--- config.mk ---
export PLATFORM = sky130hd
export DESIGN_NAME = xbus_wait_ctrl
export DESIGN_NICKNAME = d
export VERILOG_FILES = /design/src/rtl/xbw_pkg.sv /design/src/rtl/xbw_cfg_reg.sv /design/src/rtl/xbw_pinsel.sv /design/src/rtl/xbw_seq.sv /design/src/rtl/xbus_wait_ctrl.sv
export SDC_FILE = /design/constraint.sdc
export NUM_CORES = 1
export LEC_CHECK = 0
export ABC_CLOCK_PERIOD_IN_PS = 1500
export BUFFER_PORTS_ARGS = -buffer_cell sky130_fd_sc_hd__buf_2
export CORE_MARGIN = 4
export CORE_UTILIZATION = 37
export CTS_CLUSTER_SIZE = 30
export DETAILED_ROUTE_END_ITERATION = 6
export PLACE_DENSITY = 0.83
export SYNTH_ARGS = -nofsm -noshare
export SYNTH_HDL_FRONTEND = slang
export SYNTH_SLANG_ARGS = --single-unit
--- constraint.sdc ---
create_clock -name clk -period 1.5 [get_ports clk]
set_input_delay 0.15 -clock clk [delete_from_list [all_inputs] [get_ports clk]]
set_output_delay 0.15 -clock clk [all_outputs]
set_load 0.02 [all_outputs]
--- src/rtl/xbw_pkg.sv ---
package xbw_pkg;
   localparam int CFG_W   = 8;
   localparam int WSEL_LO = 4;
   localparam int WSEL_W  = 2;
   localparam int MODE_W  = 3;
   localparam int HIA_BIT = 6;
   localparam int FF_BIT  = 7;
   localparam int RSV_BIT = 3;

   localparam logic [MODE_W-1:0] MODE_EXPAND = 3'b111;
   localparam logic [WSEL_W-1:0] WSEL_PIN    = 2'b11;

   typedef enum logic [1:0] {
      PH_IDLE = 2'd0,
      PH_ADDR = 2'd1,
      PH_WAIT = 2'd2,
      PH_DATA = 2'd3
   } xbw_phase_e;
endpackage

--- src/rtl/xbw_cfg_reg.sv ---
module xbw_cfg_reg
   import xbw_pkg::*;
#(
   parameter logic [CFG_W-1:0] RESET_VAL = 8'h20
) (
   input  logic             clk,
   input  logic             rst_n,
   input  logic             we,
   input  logic [CFG_W-1:0] mask,
   input  logic [CFG_W-1:0] wdata,
   output logic [CFG_W-1:0] q
);
   localparam logic [CFG_W-1:0] KEEP_MASK = ~(CFG_W'(1) << RSV_BIT);

   initial begin
      assert (RESET_VAL[RSV_BIT] == 1'b0)
         else $error("reserved bit must reset to zero");
   end

   logic [CFG_W-1:0] nxt;
   always_comb nxt = ((q & ~mask) | (wdata & mask)) & KEEP_MASK;

   always_ff @(posedge clk or negedge rst_n) begin
      if (!rst_n)  q <= RESET_VAL;
      else if (we) q <= nxt;
   end

   assert_masked_hold_R2: assert property (@(posedge clk) disable iff (!rst_n)
      we |=> ((q ^ $past(q)) & ~$past(mask)) == '0);

   assert_rsv_zero_R3: assert property (@(posedge clk) disable iff (!rst_n)
      we |=> !q[RSV_BIT]);
endmodule

--- src/rtl/xbw_pinsel.sv ---
module xbw_pinsel
   import xbw_pkg::*;
(
   input  logic [CFG_W-1:0] cfg,
   output logic             bus_en,
   output logic             hia_en,
   output logic             ffetch
);
   always_comb begin
      bus_en = (cfg[MODE_W-1:0] == MODE_EXPAND);
      hia_en = bus_en & cfg[HIA_BIT];
      ffetch = cfg[FF_BIT];
   end
endmodule

--- src/rtl/xbw_seq.sv ---
module xbw_seq
   import xbw_pkg::*;
#(
   parameter int ADDR_W   = 20,
   parameter int REGION_W = 16
) (
   input  logic              clk,
   input  logic              rst_n,
   input  logic              req,
   input  logic [ADDR_W-1:0] addr,
   input  logic [WSEL_W-1:0] wsel_cfg,
   input  logic              expansion,
   input  logic              ext_wait_n,
   output logic              busy,
   output logic              done
);
   initial begin
      assert (REGION_W >= 1 && REGION_W <= ADDR_W)
         else $error("wait region must fit in the address");
   end

   logic in_region;
   generate
      if (ADDR_W > REGION_W) begin : g_region
         assign in_region = ~|addr[ADDR_W-1:REGION_W];
      end else begin : g_all
         assign in_region = 1'b1;
      end
   endgenerate

   xbw_phase_e        ph;
   logic [WSEL_W-1:0] wsel_q;
   logic [WSEL_W-1:0] cnt;
   logic              pin_mode;

   assign pin_mode = (wsel_q == WSEL_PIN);
   assign busy     = (ph != PH_IDLE);

   always_ff @(posedge clk or negedge rst_n) begin
      if (!rst_n) begin
         ph     <= PH_IDLE;
         wsel_q <= '0;
         cnt    <= '0;
         done   <= 1'b0;
      end else begin
         done <= 1'b0;
         unique case (ph)
            PH_IDLE: begin
               if (req) begin
                  if (!expansion) begin
                     done <= 1'b1;
                  end else begin
                     ph     <= PH_ADDR;
                     wsel_q <= in_region ? wsel_cfg : '0;
                  end
               end
            end
            PH_ADDR: begin
               if (pin_mode)          ph <= ext_wait_n ? PH_DATA : PH_WAIT;
               else if (wsel_q == '0) ph <= PH_DATA;
               else begin
                  ph  <= PH_WAIT;
                  cnt <= wsel_q - 1'b1;
               end
            end
            PH_WAIT: begin
               if (pin_mode) begin
                  if (ext_wait_n) ph <= PH_DATA;
               end else if (cnt == '0) begin
                  ph <= PH_DATA;
               end else begin
                  cnt <= cnt - 1'b1;
               end
            end
            PH_DATA: begin
               ph   <= PH_IDLE;
               done <= 1'b1;
            end
            default: ph <= PH_IDLE;
         endcase
      end
   end

   assert_done_pulse_R8: assert property (@(posedge clk) disable iff (!rst_n)
      done |=> !done);

   assert_done_idle_R8: assert property (@(posedge clk) disable iff (!rst_n)
      done |-> !busy);

   assert_zero_wait_R5: assert property (@(posedge clk) disable iff (!rst_n)
      (ph == PH_ADDR && wsel_q == '0) |=> (ph == PH_DATA));

   assert_pin_hold_R6: assert property (@(posedge clk) disable iff (!rst_n)
      (ph == PH_WAIT && pin_mode && !ext_wait_n) |=> (ph == PH_WAIT));

   assert_single_chip_R7: assert property (@(posedge clk) disable iff (!rst_n)
      (ph == PH_IDLE && req && !expansion) |=> (done && !busy));
endmodule

--- src/rtl/xbus_wait_ctrl.sv ---
module xbus_wait_ctrl
   import xbw_pkg::*;
#(
   parameter int               ADDR_W    = 20,
   parameter int               REGION_W  = 16,
   parameter logic [CFG_W-1:0] RESET_VAL = 8'h20
) (
   input  logic              clk,
   input  logic              rst_n,
   input  logic              cfg_we,
   input  logic [CFG_W-1:0]  cfg_mask,
   input  logic [CFG_W-1:0]  cfg_wdata,
   output logic [CFG_W-1:0]  cfg_rdata,
   input  logic              req,
   input  logic [ADDR_W-1:0] req_addr,
   input  logic              ext_wait_n,
   output logic              busy,
   output logic              done,
   output logic              bus_pins_en,
   output logic              hi_addr_en,
   output logic              fast_fetch
);
   logic [CFG_W-1:0] cfg_q;

   xbw_cfg_reg #(.RESET_VAL(RESET_VAL)) u_reg (
      .clk   (clk),
      .rst_n (rst_n),
      .we    (cfg_we),
      .mask  (cfg_mask),
      .wdata (cfg_wdata),
      .q     (cfg_q)
   );

   xbw_pinsel u_pins (
      .cfg    (cfg_q),
      .bus_en (bus_pins_en),
      .hia_en (hi_addr_en),
      .ffetch (fast_fetch)
   );

   xbw_seq #(.ADDR_W(ADDR_W), .REGION_W(REGION_W)) u_seq (
      .clk        (clk),
      .rst_n      (rst_n),
      .req        (req),
      .addr       (req_addr),
      .wsel_cfg   (cfg_q[WSEL_LO +: WSEL_W]),
      .expansion  (bus_pins_en),
      .ext_wait_n (ext_wait_n),
      .busy       (busy),
      .done       (done)
   );

   assign cfg_rdata = cfg_q;

   assert_hia_needs_bus_R11: assert property (@(posedge clk) disable iff (!rst_n)
      hi_addr_en |-> (bus_pins_en && cfg_rdata[HIA_BIT]));
endmodule

==> results of run 1 <==
## placed cells by master (no fill, tap or decap), types with 3 or more instances in the layout
cell type and instances:
ha_4 3, buf_4 20, o21ai_0 4, nand2_1 14, nor2_1 4, dfrtp_1 12
buf_2 33, clkbuf_4 3, nand3_1 4, inv_2 3, mux2_2 7
## final cells by class
type	count	area (um^2)
well taps	28	35.0
inverters	4	15.0
flip-flops and latches	14	353
repair buffers	56	348
fillers	187	877
clock buffers	4	36.3
multi-input cells	64	548
## worst reg2reg max path, stage by stage, from the launching register on
cell and delay [ps]:
dfrtp_1 420, inv_2 120, ha_4 160, or3b_4 400
nand4_4 90, nor4_1 50, a211o_1 260
## per-stage QoR
step / hold slack [ps] / power (W) / instance area, um^2 / utilization, %
floorplan: -146 / 0.00124 / 866 / -
global placement: 60.5 / 0.00158 / 1120 / 50.6
detailed placement: 69.3 / 0.00165 / 1120 / 50.6
CTS: 92.9 / 0.00211 / 1220 / 55.3
global route: 92.4 / 0.00264 / 1340 / 60.4
finish: 91.6 / 0.00248 / 1340 / 60.4
## kinds of logic (layout without fill, tap and decap cells)
kind of cell / after synthesis / in the layout / synth area share (%)
buffers and inverters: 9 / 64 / 6.60
xor gates and xnor gates: 1 / 1 / 1.03
and+or+nand+nor: 34 / 34 / 21.0
muxes: 9 / 9 / 11.7
adders and majority gates: 5 / 5 / 7.33
AOI/OAI and AO/OA: 14 / 14 / 10.7
other: 1 / 1 / 0.439
DFF: 14 / 14 / 41.2
## metal layers
layer / part of all wire [%] / routed length, um / up-vias
met5: 0 / 0 / -
met4: 0.83 / 19 / 0
met3: 7.0 / 160 / 4
met2: 53 / 1220 / 45
met1: 39 / 889 / 423
li1: - / - / 411
## repair_timing
item,4_1_cts,5_1_grt
buffers inserted,4,5
endpoints found under the hold margin,13,0
gates resized for setup,7,16
cloned,0,0
pin swaps,0,5
setup endpoints to repair,5,5
hold buffers,1,0
## path summary, 6_finish.rpt
kind                                        end  slack (ps)
worst max-delay path               u_seq.cnt[1]        -110
worst min-delay path                       flop          90
worst max register to register     u_seq.cnt[1]        -110
worst min register to register  u_seq.wsel_q[1]         530
max in group asynchronous             async pin         930
min in group asynchronous          u_seq.cnt[0]         280
## power breakdown
group	internal [W]	switching, W	total (W)
sequential	0.000481	0.0000829	0.000564
combinational	0.000911	0.000728	0.00164
clock	0.000148	0.000131	0.000279
==> summary.txt, run 1 <==
Timing
  • TNS Setup: -276 ps
  • Fin crit share: 107%
  • Max Freq: 623 MHz
  • RSZ-0062 raised after global routing: yes
  • Final setup viols: 3
  • Slew Viols, Final: 0
  • Fin. Hold Viols: 0
  • Worst Setup Slack, final: -106 ps
  • Final min period: 1610 ps
  • Clock Skew: 1.61 ps

Worst hold path
  • Hold path start: cfg_wdata[4]
  • Hold Crit Depth: 2
  • Worst Hold Class: in -> reg

Drt
  • Vias per cell: 5.19
  • Drt drc: 0
  • Wire length per cell: 13.5 um
  • Iteration-0 DRC Markers: 7
  • Routed via count: 883
  • Antenna-violating nets left: 0
  • First drt pass iteration count: 4
  • DRT Wirelength: 2.29 mm

Floorplanning
  • Core Area: 2210 um^2
  • Die W: 56.0 um
  • Row cnt: 17
  • # IOs: 54
  • Die footprint: 3140 um^2
  • Die height: 56.0 um
  • Initial core utilization: 38.6%

Synth
  • Synthesized area: 853 um^2
  • Top-count cell post-synth: nand2_1
  • Ys async rst share: 100%
  • Synthesized area per cell: 9.81 um^2
  • Yosys top cell area share: 38.1%
  • Ys flop type: dfrtp_1
  • Seq/Total Area, Yosys: 41.2%
  • FF+latch count, synth: 14
  • Post-synth net total: 133
  • Post-synth top cells: 14 x nand2_1, 13 x dfrtp_1, 8 x mux2_2
  • Post-Synthesis Cells: 87
  • Post-synth top area cell: dfrtp_1
  • Ranking of synthesized cells by area: dfrtp_1 38%, mux2_2 11%, ha_1 7.3%, nand2_1 6.2%, dfstp_2 3.1%
  • Post-synth EDFFs: 0
  • Synth unique cells: 31
  • Synth Warn #: 0

Power and ir drop
  • Lkg Pwr: 0.644 nW
  • Worst VDD drop: 0.000952 V
  • Power Density: 1860 nW/um^2

Status
  • Outcome: finished, violations left
  • Violated checks: negative setup slack

Worst setup path
  • Buf/Inv on CP: 1
  • CP max-delay cell: dfrtp_1
  • WP depth: 6
  • CP Launch Point: u_seq.ph[0]
  • CP required: 1680 ps
  • Crit path DAT: 1780 ps
  • CP max stage delay: 420 ps
  • CP endpoint kind: flop
  • Crit-path max FO: 4
  • CP Launch Type: flop
  • Crit path kind: reg -> reg
  • R2R depth: 6
  • CP top delay family: simple AND/OR/NAND/NOR gates
  • Reg2reg start: u_seq.ph[0]
  • Critical-path cell list: inv_2, ha_4, or3b_4, nand4_4, nor4_1, a211o_1

Cells and area
  • Area delta synth->final: 56.5%
  • Nets@finish: 189
  • Antenna cells: 0
  • Non-filler cells, final: 170
  • Fraction of layout cells with a size suffix above 1: 60.6%

Place
  • Setup WS pre-CTS: -180 ps
  • HPWL after detailed placement: 1.69 mm
  • Placed Cells: 156
  • Port Buffer Count: 34
  • Routability cong.: 0.793

Clocking
  • Clk_lat worst skew: 290 ps
  • CTS Sinks: 14
  • H-tree depth: 1
  • CTS tree: done
  • Worst-path clk slew: 90 ps
  • Clk buf depth: 2
  • Root Driver: clkbuf_4
  • CTS Buf Count: 3

Global routing
  • First-pass GRT wire length: 3.71 mm
  • Tot GR Track Use: 14.3%
  • Met3 Track Usage GR: 1.62%
  • GR Util met1: 15.6%
  • Vias in the first global route: 954
  • Largest net degree at the start of global routing: 15
  • M2 GR Usage: 27.7%
  • Grt ovf: 0
  • Initial antenna violation count: 0
  • Grt peak-use layer: met2

Run
  • Max-Cap Viols: 0
No activity file was read; power rests on OpenSTA's default activity.
==> run 2, diff against run 1 <==
SETUP_SLACK_MARGIN = 0.4   (was unset)
==> run 2 against run 1 <==
  * Cell count rose by 2.4%
  * Worst hold slack lost 11 ps
  * Maximum frequency fell by 1.5%
  * Clock-buffer cell count stayed put
  * Routed wire length is 0.78% higher
  * Sequential power barely moved
  * The flow still finishes with violations (negative setup slack)
==> summary.txt, run 2 (same netlist as run 1, synthesis figures left out) <==
Status
  • Outcome: finished, violations left (unchanged)
  • Violated checks: negative setup slack (unchanged)

Timing
  • WHS: 80.6 ps (was 91.6 ps)
  • Final min period: 1630 ps (was 1610 ps)
  • Clock Skew: 12.6 ps (was 1.61 ps)
  • Worst Setup Slack, final: -131 ps (was -106 ps)
  • RSZ-0062 raised after global routing: yes (unchanged)
  • Final setup viols: 4 (was 3)
  • Slew Viols, Final: 0 (unchanged)
  • Fin crit share: 109% (was 107%)
  • Fin. Hold Viols: 0 (unchanged)
  • Max Freq: 613 MHz (was 623 MHz)

Drt
  • Vias per cell: 4.83 (was 5.19)
  • Drt drc: 0 (unchanged)
  • Routed via count: 840 (was 883)
  • Wire length per cell: 13.3 um (was 13.5 um)
  • Antenna-violating nets left: 0 (unchanged)
  • DRT Wirelength: 2.31 mm (was 2.29 mm)
  • First drt pass iteration count: 3 (was 4)
  • Iteration-0 DRC Markers: 10 (was 7)

Worst setup path
  • Crit path kind: reg -> reg (unchanged)
  • CP endpoint kind: flop (unchanged)
  • Crit path DAT: 1800 ps (was 1780 ps)
  • Crit-path max FO: 3 (was 4)
  • Reg2reg start: u_seq.ph[0] (unchanged)
  • Reg-to-Reg End: u_seq.cnt[1] (unchanged)
  • CP Launch Type: flop (unchanged)
  • R2R depth: 6 (unchanged)
  • CP required: 1670 ps (was 1680 ps)
  • Flop2flop setup slack: -130 ps (was -110 ps)

Worst hold path
  • Hold path start: cfg_wdata[0] (was cfg_wdata[4])
  • Worst Hold Class: in -> reg (unchanged)
  • Hold Crit Depth: 2 (unchanged)

Floorplanning
  • Die height: 56.0 um (unchanged)
  • Die footprint: 3140 um^2 (unchanged)
  • Core Area: 2210 um^2 (unchanged)
  • Initial core utilization: 38.6% (unchanged)
  • # IOs: 54 (unchanged)
  • Row cnt: 17 (unchanged)
  • Die W: 56.0 um (unchanged)

Clocking
  • H-tree depth: 1 (unchanged)
  • CTS tree: done (unchanged)
  • Clk buf depth: 2 (unchanged)
  • Worst-path clk slew: 100 ps (was 90 ps)
  • Clk_lat worst skew: 290 ps (about the same)
  • CTS Buf Count: 3 (unchanged)
  • Root Driver: clkbuf_4 (unchanged)
  • CTS Sinks: 14 (unchanged)

Place
  • Routability cong.: 0.777 (was 0.793)
  • Port Buffer Count: 34 (unchanged)
  • Placed Area: 1140 um^2 (was 1120 um^2)
  • HPWL after detailed placement: 1.60 mm (was 1.69 mm)

Global routing
  • Largest net degree at the start of global routing: 15 (unchanged)
  • Grt ovf: 0 (unchanged)
  • Initial antenna violation count: 0 (unchanged)
  • Vias in the first global route: 887 (was 954)
  • First-pass GRT wire length: 4.02 mm (was 3.71 mm)
  • Tot GR Track Use: 16.2% (was 14.3%)

Cells and area
  • Finished Cell Area: 1430 um^2 (was 1340 um^2)
  • Fraction of layout cells with a size suffix above 1: 65.8% (was 60.6%)
  • Nets@finish: 193 (was 189)
  • Commonest cells after routing, fill and taps aside: 28 x buf_2, 16 x buf_4, 15 x buf_6 (was 33 x buf_2, 20 x buf_4, 14 x nand2_1)
  • Area delta synth->final: 67.4% (was 56.5%)
  • Commonest non-fill, non-tap cell in the layout: buf_2 (unchanged)
  • Antenna cells: 0 (unchanged)

Power and ir drop
  • Power Density: 1710 nW/um^2 (was 1860 nW/um^2)
  • Lkg Pwr: 0.672 nW (was 0.644 nW)
  • Worst VDD drop: 0.00112 V (was 0.000952 V)

Run
  • Max-Cap Viols: 0 (unchanged)
## run 2: what timing repair did
item,in CTS,in global routing
setup buffers,11,1
hold endpoints to repair,13,0
gates resized for setup,39,5
endpoints found under the setup margin,11,13
hold buffers,1,0
gates cloned,0,0
pin swaps,11,3
## run 2: through the flow
step / TNS [ps] / cells / setup slack [ps] / power, W / utilization [%]
2_1_floorplan: -73.0 / 87 / -73.0 / 0.00125 / -
3_3_place_gp: -63.2 / 157 / -60.3 / 0.00160 / 51.6
3_5_place_dp: -186 / 157 / -140 / 0.00165 / 51.6
4_1_cts: -252 / 173 / -141 / 0.00237 / 63.3
5_1_grt: -587 / 174 / -224 / 0.00259 / 64.6
6_report: -225 / 174 / -131 / 0.00244 / 64.6
## run 2: how the worst max path moves through the flow
stage	from	to	slack, ps	depth (start not counted)
6_report	u_seq.ph[0]	u_seq.cnt[1]	-130	6
5_1_grt	u_seq.ph[1]	u_seq.cnt[1]	-220	7
3_3_place_gp	u_seq.ph[1]	u_seq.cnt[1]	-60	6
3_5_place_dp	u_seq.ph[1]	u_seq.cnt[1]	-140	7
4_1_cts	u_seq.ph[0]	u_seq.cnt[1]	-140	6
2_1_floorplan	u_seq.ph[1]	u_seq.cnt[1]	-70	6
## run 2: layout make-up
class                           count  area (um^2)
Clock buffer                        4         26.3
Fill cell                         166          783
Inverter                            4         17.5
Multi-Input combinational cell     64          556
Sequential cell                    14          355
Tap cell                           28         35.0
Timing Repair Buffer               60          439
## run 2: routing by layer
| metal | wire length [um] | global-route usage, % | vias to the layer above | share of wire, % |
|---|---|---|---|---|
| li1 | - | - | 422 | - |
| met1 | 944 | 17.7 | 379 | 41 |
| met2 | 1120 | 28.0 | 33 | 48 |
| met3 | 174 | 4.87 | 6 | 7.5 |
| met4 | 72 | 8.47 | 0 | 3.1 |
| met5 | 0 | 0 | - | 0 |
## run 2: critical path, stage by stage (launching register included)
cell and delay [ps]:
dfrtp_1 440, inv_2 120, ha_4 130, or3b_4 390
nand4_4 110, nor4_1 50, a211o_1 260
## run 2: report_power, final
group | internal (W) | switching (W) | total (W)
registers | 0.000480 | 0.0000826 | 0.000563
clock network | 0.000103 | 0.000134 | 0.000237
logic | 0.000935 | 0.000702 | 0.00164
total | 0.00152 | 0.000918 | 0.00244
==> run 3, diff against run 2 <==
CORE_ASPECT_RATIO = 0.6   (was unset)
CTS_CLUSTER_SIZE = unset   (was 30)
SYNTH_HIERARCHICAL = 1   (was unset)
==> run 3 against run 2 <==
  * The flow still finishes with violations (negative setup slack)
  * Combinational power down 9%
  * Total power up 0.71%
  * Sequential cell count unchanged
  * Worst hold slack better by 48 ps
  * Die area up 0.29%
  * Core utilization down 0.41 points
  * Cell count down 8.6%
  * Largest cell class unchanged
==> summary.txt, run 3 <==
Floorplanning
  • Die footprint: 3150 um^2 (was 3140 um^2)
  • Die W: 69.8 um (was 56.0 um)
  • # IOs: 54 (unchanged)
  • Row cnt: 13 (was 17)
  • Die height: 45.1 um (was 56.0 um)
  • Core Area: 2180 um^2 (was 2210 um^2)
  • Initial core utilization: 38.9% (was 38.6%)

Global routing
  • Vias in the first global route: 869 (was 887)
  • Grt ovf: 0 (unchanged)
  • Tot GR Track Use: 19.2% (was 16.2%)
  • Largest net degree at the start of global routing: 15 (unchanged)
  • First-pass GRT wire length: 4.35 mm (was 4.02 mm)
  • Initial antenna violation count: 0 (unchanged)

Cells and area
  • Area delta synth->final: 64.9% (was 67.4%)
  • Nets@finish: 176 (was 193)
  • Fraction of layout cells with a size suffix above 1: 69.8% (was 65.8%)
  • Register Area: 357 um^2 (was 355 um^2)
  • Multi-input logic area: 548 um^2 (was 556 um^2)
  • Fin util: 64.2% (was 64.6%)
  • Antenna cells: 0 (unchanged)
  • Commonest non-fill, non-tap cell in the layout: buf_2 (unchanged)
  • Finished Cell Area: 1400 um^2 (was 1430 um^2)
  • Fill count: 175 (was 166)
  • Commonest cells after routing, fill and taps aside: 28 x buf_2, 15 x buf_6, 9 x nand2_1, 9 x dfrtp_1, 9 x buf_4 (was 28 x buf_2, 16 x buf_4, 15 x buf_6)

Synth
  • Ys flop type: dfrtp_1 (unchanged)
  • Post-synth top cells: 13 x dfrtp_1, 10 x nand2_1, 8 x mux2_4, 5 x ha_1, 5 x nor2_1 (was 14 x nand2_1, 13 x dfrtp_1, 8 x mux2_2)
  • FF+latch count, synth: 14 (unchanged)
  • Ys async rst share: 100% (unchanged)
  • Post-synth top area cell: dfrtp_1 (unchanged)
  • Synth Warn #: 6 (was 0)
  • Post-synth EDFFs: 0 (unchanged)
  • Post-Synthesis Cells: 76 (was 87)
  • Seq/Total Area, Yosys: 41.4% (was 41.2%)
  • Synth unique cells: 30 (was 31)
  • Synthesized area: 848 um^2 (was 853 um^2)
  • Synthesized area per cell: 11.2 um^2 (was 9.81 um^2)
  • Ranking of synthesized cells by area: dfrtp_1 38%, mux2_4 14%, ha_1 7.4%, nand2_1 4.4%, dfstp_2 3.1% (was dfrtp_1 38%, mux2_2 11%, ha_1 7.3%, nand2_1 6.2%, dfstp_2 3.1%)
  • Yosys top cell area share: 38.3% (was 38.1%)
  • Post-synth net total: 122 (was 133)
  • Top-count cell post-synth: dfrtp_1 (was nand2_1)

Worst setup path
  • CP max stage delay: 390 ps (was 440 ps)
  • Reg-to-Reg End: u_seq/cnt[0] (was u_seq.cnt[1])
  • Crit-path max FO: 3 (unchanged)
  • CP Launch Point: u_seq/ph[0] (was u_seq.ph[0])
  • Critical-path cell list: inv_2, ha_4, nor3b_4, nor4_4, mux2_4 (was inv_2, ha_4, or3b_4, nand4_4, nor4_1, a211o_1)
  • CP required: 1630 ps (was 1670 ps)
  • CP endpoint kind: flop (unchanged)
  • R2R depth: 5 (was 6)
  • Crit path kind: reg -> reg (unchanged)
  • Flop2flop setup slack: -120 ps (was -130 ps)
  • CP Launch Type: flop (unchanged)
  • CP max-delay cell: dfrtp_1 (unchanged)
  • Reg2reg start: u_seq/ph[0] (was u_seq.ph[0])
  • Crit path DAT: 1750 ps (was 1800 ps)

Worst hold path
  • Hold path start: cfg_wdata[6] (was cfg_wdata[0])
  • Worst Hold Class: in -> reg (unchanged)
  • Hold Crit Depth: 2 (unchanged)

Timing
  • Worst Setup Slack, final: -120 ps (was -131 ps)
  • Fin crit share: 108% (was 109%)
  • Max Freq: 617 MHz (was 613 MHz)
  • Final setup viols: 3 (was 4)
  • WHS: 128 ps (was 80.6 ps)
  • RSZ-0062 raised after global routing: yes (unchanged)
  • Slew Viols, Final: 0 (unchanged)
  • Fin. Hold Viols: 0 (unchanged)
  • Clock Skew: 4.35 ps (was 12.6 ps)
  • Final min period: 1620 ps (was 1630 ps)

Clocking
  • CTS tree: done (unchanged)
  • Clk buf depth: 2 (unchanged)
  • CTS Sinks: 14 (unchanged)
  • Root Driver: clkbuf_8 (was clkbuf_4)
  • Clk_lat worst skew: 250 ps (was 290 ps)
  • H-tree depth: 1 (unchanged)
  • Worst-path clk slew: 60 ps (was 100 ps)
  • CTS Buf Count: 3 (unchanged)

Status
  • Violated checks: negative setup slack (unchanged)
  • Outcome: finished, violations left (unchanged)

Power and ir drop
  • Lkg Pwr: 0.682 nW (was 0.672 nW)
  • Flop pwr share: 24.2% (was 23.1%)
  • Net Sw Frac: 37.6% (was 37.7%)
  • Int Pwr: 0.00153 W (was 0.00152 W)
  • Clock share of power: 15.1% (was 9.7%)
  • Total power: 0.00245 W (was 0.00244 W)
  • Worst VDD drop: 0.000764 V (was 0.00112 V)
  • Combinational power share: 60.8% (was 67.2%)
  • Power Density: 1750 nW/um^2 (was 1710 nW/um^2)
  • Sw power: 0.000923 W (was 0.000918 W)

Drt
  • Routed via count: 831 (was 840)
  • First drt pass iteration count: 4 (was 3)
  • DRT Wirelength: 3.03 mm (was 2.31 mm)
  • Vias per cell: 5.23 (was 4.83)
  • Iteration-0 DRC Markers: 29 (was 10)
  • Wire length per cell: 19.0 um (was 13.3 um)
  • Drt drc: 0 (unchanged)
  • Antenna-violating nets left: 0 (unchanged)

Place
  • Placed Area: 1110 um^2 (was 1140 um^2)
  • Setup WS pre-CTS: -99.6 ps (was -140 ps)
  • Routability cong.: 0.804 (was 0.777)
  • Port Buffer Count: 34 (unchanged)
  • HPWL after detailed placement: 1.75 mm (was 1.60 mm)

Run
  • Max-Cap Viols: 0 (unchanged)
-- run 3: worst max-delay path: cells and delay by family, from the launching register on --
family	cells	cell delay, ps
adder cells (fa/ha/maj)	1	180
buffers and inverters	1	90
flip-flops	1	390
multiplexers	1	330
AND/OR/NAND/NOR	2	510
-- run 3: per-layer routing --
layer  GRT usage [%]  vias up  share of wire, %
met2            40.0       36                55
met1            18.5      410                36
met4            8.78        0               4.4
met5               0        -                 0
met3            4.22       12               4.0
li1                -      373                 -
-- run 3: cell type report --
class	count	area share, %
Clock buffer	4	3.94
Timing Repair Buffer	53	27.6
Tap cell	30	2.68
Multi-Input combinational cell	54	39.2
Inverter	4	1.07
Sequential cell	14	25.5
-- run 3: metrics by stage --
| stage | TNS, ps | std cells |
|---|---|---|
| finish | -271 | 159 |
| global placement | -124 | 143 |
| detailed placement | -176 | 143 |
| floorplan | -114 | 76 |
| global route | -446 | 159 |
| CTS | -162 | 153 |
-- run 3: power groups by stage --
stage / clock, W / combinational, W / sequential [W]
2_1_floorplan: 0 / 0.000562 / 0.000627
3_3_place_gp: 0 / 0.000891 / 0.000591
3_5_place_dp: 0 / 0.000930 / 0.000603
4_1_cts: 0.000383 / 0.00118 / 0.000587
5_1_grt: 0.000401 / 0.00156 / 0.000607
6_report: 0.000370 / 0.00149 / 0.000593
-- run 3: worst max-delay path by stage --
stage / to / slack, ps / cells after the start
3_3_place_gp: u_seq/cnt[0] / -80 / 5
3_5_place_dp: u_seq/cnt[0] / -100 / 5
4_1_cts: u_seq/cnt[0] / -90 / 4
2_1_floorplan: u_seq/cnt[0] / -60 / 5
6_report: u_seq/cnt[0] / -120 / 5
5_1_grt: u_seq/cnt[0] / -130 / 5
-- run 3: cell families after synthesis --
logic type,after synthesis,share of synthesized area (%)
and+or+nand+nor,24,16.4
AOI/OAI and AO/OA,14,12.2
DFF,14,41.4
muxes,9,15.3
buffers and inverters,8,5.75
adders and majority gates,5,7.37
other,1,0.442
xor gates and xnor gates,1,1.03
-- run 3: repair_timing --
item                                    in CTS  in global routing
pin swaps                                    7                  6
setup buffers                                5                  6
gates resized for setup                     23                 16
endpoints found under the setup margin      11                 13
hold buffers                                 1                  0
endpoints found under the hold margin       13                  0
